==> src/rtl/adc_cal_pkg.sv <==
package adc_cal_pkg;
    typedef enum logic [1:0] {
        PC_IDLE   = 2'd0,
        PC_WAIT   = 2'd1,
        PC_FREEZE = 2'd2
    } pcal_state_e;
endpackage

==> src/rtl/adc_cal_edge.sv <==
// Two-flop synchroniser plus edge register for one asynchronous control.
module adc_cal_edge #(
    parameter logic RST_VAL     = 1'b0,
    parameter bit   DETECT_RISE = 1'b1
) (
    input  logic clk,
    input  logic sys_rst_n,
    input  logic async_i,
    output logic lvl_o,
    output logic edge_o
);
    logic meta_q, sync_q, prev_q;

    always_ff @(posedge clk or negedge sys_rst_n) begin
        if (!sys_rst_n) begin
            meta_q <= RST_VAL;
            sync_q <= RST_VAL;
            prev_q <= RST_VAL;
        end else begin
            meta_q <= async_i;
            sync_q <= meta_q;
            prev_q <= sync_q;
        end
    end

    assign lvl_o = sync_q;

    generate
        if (DETECT_RISE) begin : g_rise
            assign edge_o = sync_q & ~prev_q;
        end else begin : g_fall
            assign edge_o = ~sync_q & prev_q;
        end
    endgenerate
endmodule

==> src/rtl/adc_cal_startup.sv <==
// Startup calibration interval counter with sticky completion flag.
module adc_cal_startup #(
    parameter int STARTUP_CYCLES = 33000,
    parameter int CNT_W          = 16
) (
    input  logic clk,
    input  logic sys_rst_n,
    input  logic start_i,
    output logic active_o,
    output logic done_o
);
    localparam logic [CNT_W-1:0] LOAD_VAL = CNT_W'(STARTUP_CYCLES);
    localparam logic [CNT_W-1:0] ONE      = CNT_W'(1);

    logic [CNT_W-1:0] cnt_q;
    logic             done_q;

    always_ff @(posedge clk or negedge sys_rst_n) begin
        if (!sys_rst_n) begin
            cnt_q  <= '0;
            done_q <= 1'b0;
        end else begin
            if (start_i) begin
                cnt_q <= LOAD_VAL;
            end else if (cnt_q != '0) begin
                cnt_q <= cnt_q - ONE;
            end
            if (!start_i && cnt_q == ONE) begin
                done_q <= 1'b1;
            end
        end
    end

    assign active_o = (cnt_q != '0);
    assign done_o   = done_q;
endmodule

==> src/rtl/adc_cal_periodic.sv <==
// Periodic recalibration scheduler: delay, then comparator reservation.
module adc_cal_periodic
    import adc_cal_pkg::*;
#(
    parameter int FREEZE_DELAY = 7,
    parameter int FREEZE_LEN   = 4
) (
    input  logic clk,
    input  logic sys_rst_n,
    input  logic trig_i,
    input  logic pause_i,
    output logic busy_o,
    output logic idle_o
);
    localparam int TW = $clog2(FREEZE_DELAY + FREEZE_LEN) + 1;
    localparam logic [TW-1:0] DELAY_LOAD = TW'(FREEZE_DELAY - 2);
    localparam logic [TW-1:0] LEN_LOAD   = TW'(FREEZE_LEN - 1);
    localparam logic [TW-1:0] T_ONE      = TW'(1);

    pcal_state_e state_q, state_d;
    logic [TW-1:0] tmr_q, tmr_d;

    always_comb begin
        state_d = state_q;
        tmr_d   = tmr_q;
        if (!pause_i) begin
            unique case (state_q)
                PC_IDLE: begin
                    if (trig_i) begin
                        state_d = PC_WAIT;
                        tmr_d   = DELAY_LOAD;
                    end
                end
                PC_WAIT: begin
                    if (tmr_q == '0) begin
                        state_d = PC_FREEZE;
                        tmr_d   = LEN_LOAD;
                    end else begin
                        tmr_d = tmr_q - T_ONE;
                    end
                end
                PC_FREEZE: begin
                    if (tmr_q == '0) begin
                        state_d = PC_IDLE;
                    end else begin
                        tmr_d = tmr_q - T_ONE;
                    end
                end
                default: begin
                    state_d = PC_IDLE;
                    tmr_d   = '0;
                end
            endcase
        end
    end

    always_ff @(posedge clk or negedge sys_rst_n) begin
        if (!sys_rst_n) begin
            state_q <= PC_IDLE;
            tmr_q   <= '0;
        end else begin
            state_q <= state_d;
            tmr_q   <= tmr_d;
        end
    end

    always_comb begin
        busy_o = (state_q == PC_FREEZE);
        idle_o = (state_q == PC_IDLE);
    end
endmodule

==> src/rtl/adc_cal_sequencer.sv <==
// Top: calibration sequencing and output hold for the converter core.
module adc_cal_sequencer #(
    parameter int DATA_W         = 10,
    parameter int STARTUP_CYCLES = 33000,
    parameter int CNT_W          = 16,
    parameter int FREEZE_DELAY   = 7,
    parameter int FREEZE_LEN     = 4
) (
    input  logic              clk,
    input  logic              sys_rst_n,
    input  logic              cal_reset_i,
    input  logic              chip_en_n_i,
    input  logic              cal_pulse_i,
    input  logic [DATA_W-1:0] raw_word_i,
    output logic [DATA_W-1:0] data_o,
    output logic              data_valid_o,
    output logic              calibrating_o,
    output logic              cal_busy_o,
    output logic              upper_only_o
);
    logic rst_rise, rst_lvl_unused;
    logic ce_fall, ce_standby;
    logic cal_fall, cal_lvl_unused;
    logic su_active, su_done, su_busy;
    logic pc_busy, pc_idle_unused;
    logic pc_trig, load_en, valid_d;

    logic [DATA_W-1:0] data_q;
    logic              valid_q;

    adc_cal_edge #(.RST_VAL(1'b0), .DETECT_RISE(1'b1)) u_rst_edge (
        .clk(clk), .sys_rst_n(sys_rst_n), .async_i(cal_reset_i),
        .lvl_o(rst_lvl_unused), .edge_o(rst_rise)
    );

    adc_cal_edge #(.RST_VAL(1'b1), .DETECT_RISE(1'b0)) u_ce_edge (
        .clk(clk), .sys_rst_n(sys_rst_n), .async_i(chip_en_n_i),
        .lvl_o(ce_standby), .edge_o(ce_fall)
    );

    adc_cal_edge #(.RST_VAL(1'b1), .DETECT_RISE(1'b0)) u_cal_edge (
        .clk(clk), .sys_rst_n(sys_rst_n), .async_i(cal_pulse_i),
        .lvl_o(cal_lvl_unused), .edge_o(cal_fall)
    );

    adc_cal_startup #(.STARTUP_CYCLES(STARTUP_CYCLES), .CNT_W(CNT_W)) u_startup (
        .clk(clk), .sys_rst_n(sys_rst_n), .start_i(rst_rise | ce_fall),
        .active_o(su_active), .done_o(su_done)
    );

    assign su_busy = su_active | rst_rise | ce_fall;
    assign pc_trig = cal_fall & ~su_busy & ~ce_standby;

    adc_cal_periodic #(.FREEZE_DELAY(FREEZE_DELAY), .FREEZE_LEN(FREEZE_LEN)) u_periodic (
        .clk(clk), .sys_rst_n(sys_rst_n), .trig_i(pc_trig), .pause_i(ce_standby),
        .busy_o(pc_busy), .idle_o(pc_idle_unused)
    );

    assign load_en = ~ce_standby & ~pc_busy;
    assign valid_d = load_en & ~su_busy;

    always_ff @(posedge clk or negedge sys_rst_n) begin
        if (!sys_rst_n) begin
            data_q  <= '0;
            valid_q <= 1'b0;
        end else begin
            if (load_en) begin
                data_q <= raw_word_i;
            end
            valid_q <= valid_d;
        end
    end

    assign data_o        = data_q;
    assign data_valid_o  = valid_q;
    assign calibrating_o = su_active;
    assign cal_busy_o    = pc_busy;
    assign upper_only_o  = ~su_done;
endmodule

==> config.mk <==
export PLATFORM = sky130hd
export DESIGN_NAME = adc_cal_sequencer
export DESIGN_NICKNAME = d
export VERILOG_FILES = /design/src/rtl/adc_cal_pkg.sv /design/src/rtl/adc_cal_edge.sv /design/src/rtl/adc_cal_startup.sv /design/src/rtl/adc_cal_periodic.sv /design/src/rtl/adc_cal_sequencer.sv
export SDC_FILE = /design/constraint.sdc
export NUM_CORES = 1
export LEC_CHECK = 0
export BUFFER_PORTS_ARGS = -buffer_cell sky130_fd_sc_hd__buf_2
export CAP_MARGIN = 30
export CORE_ASPECT_RATIO = 0.9
export CORE_MARGIN = 2
export CORE_UTILIZATION = 56
export DETAILED_ROUTE_END_ITERATION = 10
export HOLD_SLACK_MARGIN = 0.03
export PLACE_DENSITY_LB_ADDON = 0.2
export SLEW_MARGIN = 20
export SYNTH_ARGS = -nofsm -noshare
export SYNTH_HDL_FRONTEND = slang
export SYNTH_SLANG_ARGS = --single-unit
==> constraint.sdc <==
create_clock -name clk -period 2.6 [get_ports clk]
set_input_delay 0.65 -clock clk [delete_from_list [all_inputs] [get_ports clk]]
set_output_delay 0.65 -clock clk [all_outputs]
set_load 0.03 [all_outputs]
==> impl_results.md, run 1 <==
- Clock Sinks: between 40 and 50
- Final Hold Viols: 0
- Synth Register Bits: 44
- Combinational group share of total power: a little over an eighth
- GRT Total Usage: 21.1%
- Post-synth EDFFs: 0
- Maximum VDD drop: 0.000458 V
- Leakage power: 0.00106 µW
- GR Overflow Total: 0
- Nets: 244
- Initial antenna violation count: 0
- Die Y: 62.6 µm
- CTS buffer count: 5
- Die area: 4330 µm²
- Vias per cell: 5.88
- Slowest-stage cell, CP: dfrtp_1
- Largest net degree at the start of global routing: around 40
- H-tree depth: 2
- CP endpoint kind: output pin
- Met3 global-route usage: 5.32%
- RSZ-0062 raised after global routing: no
- Reg2reg path depth: 4
- Clock buffer depth: 2
- Number of gates resized after CTS: 0
- CP delay by family, top: buffers and inverters
- Switch share: 24.8%
- Pwr/cell area: 652 nW/µm²
- Input/output buffers: 28
- Startpoint types: flip-flop
- Max-cap violation count: 0
- Worst hold path class: flip-flop to flip-flop
- Most used DFF post-synth: dfrtp_1
- Sequential Power Share: 48.5%
- Setup_tns: 0 ps
- Cells after synthesis: 195
- WL/cell: between 15 and 20 µm
- CP arrival: 1800 ps
- Yosys cell types: 52
- Root Buffer: clkbuf_8
- GR Util met1: between 20% and 30%
- Routed WL: 4170 µm
- Clock-pin slew on the worst setup and hold paths: about 80 ps
- Met2 capacity usage during global routing: roughly a third
- Syn Area/Cell: around 11 µm²
- Psw: approximately 400 µW
- Critical Path Max Stage Delay: around 400 ps
- Worst Path Class, Setup: flip-flop to output pin
- Initial Util: 58.1%
- Critical Path Stages: 6
- Synth Net Count: ~210
- Int Power: 1200 µW
- Vias in the first global route: 1,577
- Number of cells after detailed placement: 263
- # Post-CTS Setup Buffers: 0
- Status: completed
- Horiz. Die Dim: 69.1 µm
- Tcrit/Tclk final: ~94%
- Area share of the largest cell type after synthesis: about 44%
- Seq/Total Area, Yosys: 51.9%
- Top cell by count, worst path: inv_1
- Max Fclk: a little over 0.4 GHz
- Buffer and inverter count on the worst path: 3
- Post-Syn Area: 2140 µm²
- Synth area leader: dfrtp_1
- I/O pins: 29
- Gr busiest metal: met2
- P&R area growth vs syn: 14.8%
- Data required time of the worst path: 1950 ps
- ANT nets after route: 0
- Global-route wire length before repair: 7310 µm
- Slew HR: 42.6%
- Critical-path maximum fanout: 5
- Layout cells sized above 1: 28.3%
- Power share of the clock group: 38.1%
- Vias after detailed routing: 1,600
- Final Slew Violations: 0
- Hold Path Cell Cnt: 0
- CTS tree: yes
- Routability Congestion: 0.897
- Dpl hpwl: 3010 µm
- Synth async-reset ratio: 100%
- Pwr Total: about 1600 µW
- Worst Skew: 9.03 ps
- Row count: 21
- Skew-Pair Late Insertion Delay: 300 ps
- Hold Buf Count CTS: 0
- # DRC: 0
- Syn. warnings: 0
- Post-Layout Cell Count: 272
- Core box area: 3680 µm²
- Setup Viol. Count Final: 0
- Crit-path cells: inv_1 -> ha_1 -> nor3b_1 -> and4_1 -> inv_1 -> buf_2
- Layout fillers: about 290
- Inserted Diodes: 0
- Iter 0 DRT Violations: 142
- Worst slew pin tran: 861 ps
- Synth area leaders: dfrtp_1, dfstp_2, mux2_2
- Tmin final: 2450 ps
- First-pass iteration count of the detailed router: 5
==> synthesized netlist by cell type (2+ instances only) <==
library cell and number:
inv_1 10, nor4_1 3, a21oi_1 12, mux2_1 2, nor2b_1 4, nand3_1 4, mux2_2 10, and3_1 2
and2_1 5, nor3b_1 2, nand2b_1 3, o21a_1 3, mux2i_1 3, nand4_1 2, or3_4 2, or3_1 5
o31ai_1 5, and4_1 2, dfstp_2 6, buf_2 2, nand2_1 7, dfrtp_1 38, o21ai_0 11, or4_1 3
ha_1 4, clkbuf_1 5, nor3_1 5, nor2_1 10, xnor2_1 2
==> cell type report <==
class | instances | area, µm² | area share, %
Clock buffer | 6 | 72.6 | 2.96
Clock inverter | 2 | 60.1 | 2.45
Inverter | 10 | 37.5 | 1.53
Multi-Input combinational cell | 133 | 955 | 38.9
Sequential cell | 44 | 1110 | 45.2
Tap cell | 46 | 57.6 | 2.35
Timing Repair Buffer | 31 | 163 | 6.63
==> cell families (layout without fill, tap and decap cells) <==
kind of cell,count (synthesis),after routing,synth area share [%]
muxes,15,15,7.73
and+or+nand+nor,69,69,20.6
xor gates and xnor gates,2,2,0.820
AOI/OAI and AO/OA,43,43,13.2
buffers and inverters,18,49,3.45
DFF,44,44,51.9
adders and majority gates,4,4,2.34
==> routing by layer <==
layer	vias to the layer above	share of wire [%]
met5	-	0
met2	55	48
met1	770	45
met4	0	1.3
met3	5	5.3
li1	770	-
==> power by group through the flow <==
stage	combinational, µW	clock (µW)	sequential (µW)
finish	214	610	776
global route	237	644	786
CTS	215	618	776
detailed placement	215	0	787
global placement	207	0	784
floorplan	118	0	811
==> metrics by stage <==
step / setup slack [ps] / util (%) / hold slack [ps] / cell area [µm²]
floorplan: 573 / - / 331 / 2140
global placement: 479 / 62.9 / 335 / 2310
detailed placement: 461 / 62.9 / 345 / 2310
CTS: 165 / 66.5 / 352 / 2450
global route: 23.6 / 66.7 / 365 / 2450
finish: 151 / 66.7 / 350 / 2450
==> sequential cells by signal (all words and copies together) (netlist names) <==
| signal | count |
|---|---|
| u_ce_edge.prev_q | 1 |
| u_ce_edge.lvl_o | 1 |
| u_rst_edge.prev_q | 1 |
| u_startup.cnt_q | 16 |
| u_cal_edge.meta_q | 1 |
| data_valid_o | 1 |
| u_cal_edge.prev_q | 1 |
| u_rst_edge.lvl_o | 1 |
| data_o | 10 |
| u_periodic.tmr_q | 5 |
| u_rst_edge.meta_q | 1 |
| u_ce_edge.meta_q | 1 |
| u_periodic.state_q | 2 |
| u_startup.done_o | 1 |
| u_cal_edge.lvl_o | 1 |
==> path summary, 6_finish.rpt <==
path,from,end,slack [ps]
max,u_startup.cnt_q[0],calibrating_o,150
min reg2reg,u_rst_edge.meta_q,u_rst_edge.lvl_o,350
max in group asynchronous,sys_rst_n,u_ce_edge.meta_q,1440
min in group asynchronous,sys_rst_n,u_periodic.tmr_q[1],460
max reg2reg,u_periodic.state_q[1],u_periodic.tmr_q[1],440
min,u_rst_edge.meta_q,u_rst_edge.lvl_o,350
==> placed cells by master, fill, tap and decap left out, types with 3 or more instances in the layout <==
master    instances
dfrtp_1          38
buf_2            28
a21oi_1          12
o21ai_0          11
inv_1            10
nor2_1           10
mux2_2           10
nand2_1           7
dfstp_2           6
and2_1            5
o31ai_1           5
nor3_1            5
or3_1             5
clkbuf_8          5
nor2b_1           4
nand3_1           4
ha_1              4
nor4_1            3
nand2b_1          3
o21a_1            3
or4_1             3
mux2i_1           3
buf_4             3
(Power assumes the default switching activity.)
==> run 2: changes to the inputs <==
--- a/config.mk
+++ b/config.mk
@@ -12,7 +12,7 @@
 export CORE_UTILIZATION = 56
 export DETAILED_ROUTE_END_ITERATION = 10
 export HOLD_SLACK_MARGIN = 0.03
-export PLACE_DENSITY_LB_ADDON = 0.2
+export PLACE_DENSITY = 0.78
 export SLEW_MARGIN = 20
 export SYNTH_ARGS = -nofsm -noshare
 export SYNTH_HDL_FRONTEND = slang
==> run 2 against run 1 <==
Effect of this change:
- sequential power about the same
- worst hold slack worse by 120 ps
- routed wire length up 0.48%
- cell area down 1.1%
- combinational power about the same
- sequential cell count unchanged
- final cell count up 0.37%
- critical path type unchanged
- setup slack better by 14 ps
- largest cell class unchanged
- sequential share of layout area up 0.51 points
==> impl_results.md, run 2 (synthesis results as in run 1) <==
- Skew-Pair Late Insertion Delay: between 300 and 400 ps
- Row count: 21
- Commonest non-fill, non-tap cell in the layout: dfrtp_1
- Status: completed
- Worst Skew: around 11 ps
- P&R area growth vs syn: 13.5%
- Horiz. Die Dim: 69.1 µm
- Final Slew Violations: 0
- Max Fclk: 0.411 GHz
- Initial antenna violation count: 0
- Input/output buffers: 28
- Routed WL: 4190 µm
- # DRC: 0
- GR Overflow Total: 0
- WL/cell: 15.3 µm
- Vias per cell: 5.73
- Leakage power: between 0.001 and 0.0015 µW
- Startpoint types: flip-flop
- Routability Congestion: 0.856
- Largest net degree at the start of global routing: 18
- Setup Viol. Count Final: 0
- Slew HR: 42.7%
- CTS buffer count: 5
- CTS tree: yes
- GRT Total Usage: between 20% and 30%
- Worst slew pin tran: 857 ps
- Tcrit/Tclk final: between 90% and 100%
- Layout cells sized above 1: just under 30%
- Setup_tns: 0 ps
- Max-cap violation count: 0
- Post-Route Utilization: 66.0%
- Worst Path Class, Setup: flip-flop to output pin
- Maximum VDD drop: between 0.0004 and 0.0005 V
- Clock-pin slew on the worst setup and hold paths: 90 ps
- Initial Util: 58.1%
- Max reg flops: 16
- Final Hold Viols: 0
- Data required time of the worst path: 1950 ps
- Global-route wire length before repair: slightly above 7000 µm
- Pwr/cell area: 599 nW/µm²
- Die Y: 62.6 µm
- Vias after detailed routing: roughly 1,600
- H-tree depth: 2
- Die area: roughly 4300 µm²
- I/O pins: 29
- Iter 0 DRT Violations: 109
- Root Buffer: clkbuf_8
- Core box area: 3680 µm²
- ANT nets after route: 0
- Post-Layout Cell Count: 273
- CP arrival: 1780 ps
- Dpl hpwl: 2990 µm
- Nets: 245
- Vias in the first global route: approximately 1,500
- Top reg by flops: u_startup.cnt_q
- Critical-path maximum fanout: 6
- Tmin final: between 2000 and 2500 ps
- CP endpoint kind: output pin
- Worst hold path class: input pin to asynchronous set/reset pin
- Clock Sinks: 44
- WHS: between 200 and 250 ps
- Clock buffer depth: 2
- Pwr Total: 1450 µW
- Number of cells after detailed placement: 265
- RSZ-0062 raised after global routing: no
- First-pass iteration count of the detailed router: 4
- Inserted Diodes: 0
- Most frequent cells in the layout: dfrtp_1, buf_2, a21oi_1, o21ai_0
run 2: cell count changes in the layout (fill, tap and decap cells not counted), sizes merged:
cell      before  now
buf           31   32
bufinv         2    0
clkinvlp       0    2
run 2: worst max-delay path, cell delays in order, from the launching register on:
cell	delay, ps
dfrtp_1	470
nor4_4	430
and4_1	280
inv_1	110
buf_2	190
run 2: per-stage QoR:
step	setup WS, ps	instance area [µm²]
floorplan	573	2140
global placement	498	2330
detailed placement	458	2330
CTS	127	2430
global route	30.3	2430
finish	165	2430
run 2: layout make-up:
type	count	area [µm²]
Inverter	10	37.5
Clock inverter	2	15.0
Sequential cell	44	1110
Timing Repair Buffer	32	170
Fill cell	306	1250
Multi-Input combinational cell	133	955
Clock buffer	6	82.6
Tap cell	46	57.6
run 2: routing by layer:
layer  routed length (µm)  global-route usage, %  part of all wire [%]  vias to the layer above
met5                    0                      0                     0                        -
met4                   51                   6.62                   1.2                        0
met3                  251                   6.77                   6.0                        4
met2                 1770                   31.0                    42                       46
met1                 2110                   31.0                    50                      736
li1                     -                      -                     -                      778
run 2: path summary, 6_finish.rpt:
check	startpoint	to	slack (ps)	cells after the start
max in group asynchronous	sys_rst_n	u_ce_edge.prev_q	1780	2
min reg2reg	u_ce_edge.meta_q	u_ce_edge.lvl_o	360	0
max reg2reg	u_periodic.state_q[1]	u_periodic.tmr_q[3]	450	4
min	sys_rst_n	data_o[3]	230	1
max	u_startup.cnt_q[12]	calibrating_o	170	4
min in group clk	u_ce_edge.meta_q	u_ce_edge.lvl_o	360	0
run 2: timing repair:
item	CTS	global route
resized for setup	0	1
hold endpoints to repair	0	0
buffers inserted	0	0
hold buffers	0	0
setup endpoints to repair	0	1
run 2: power by group:
group          switching (µW)  internal [µW]  leakage (µW)
clock network             247            215     0.0000434
logic                     127           86.6      0.000463
registers                44.2            733      0.000535
total                     418           1030       0.00104
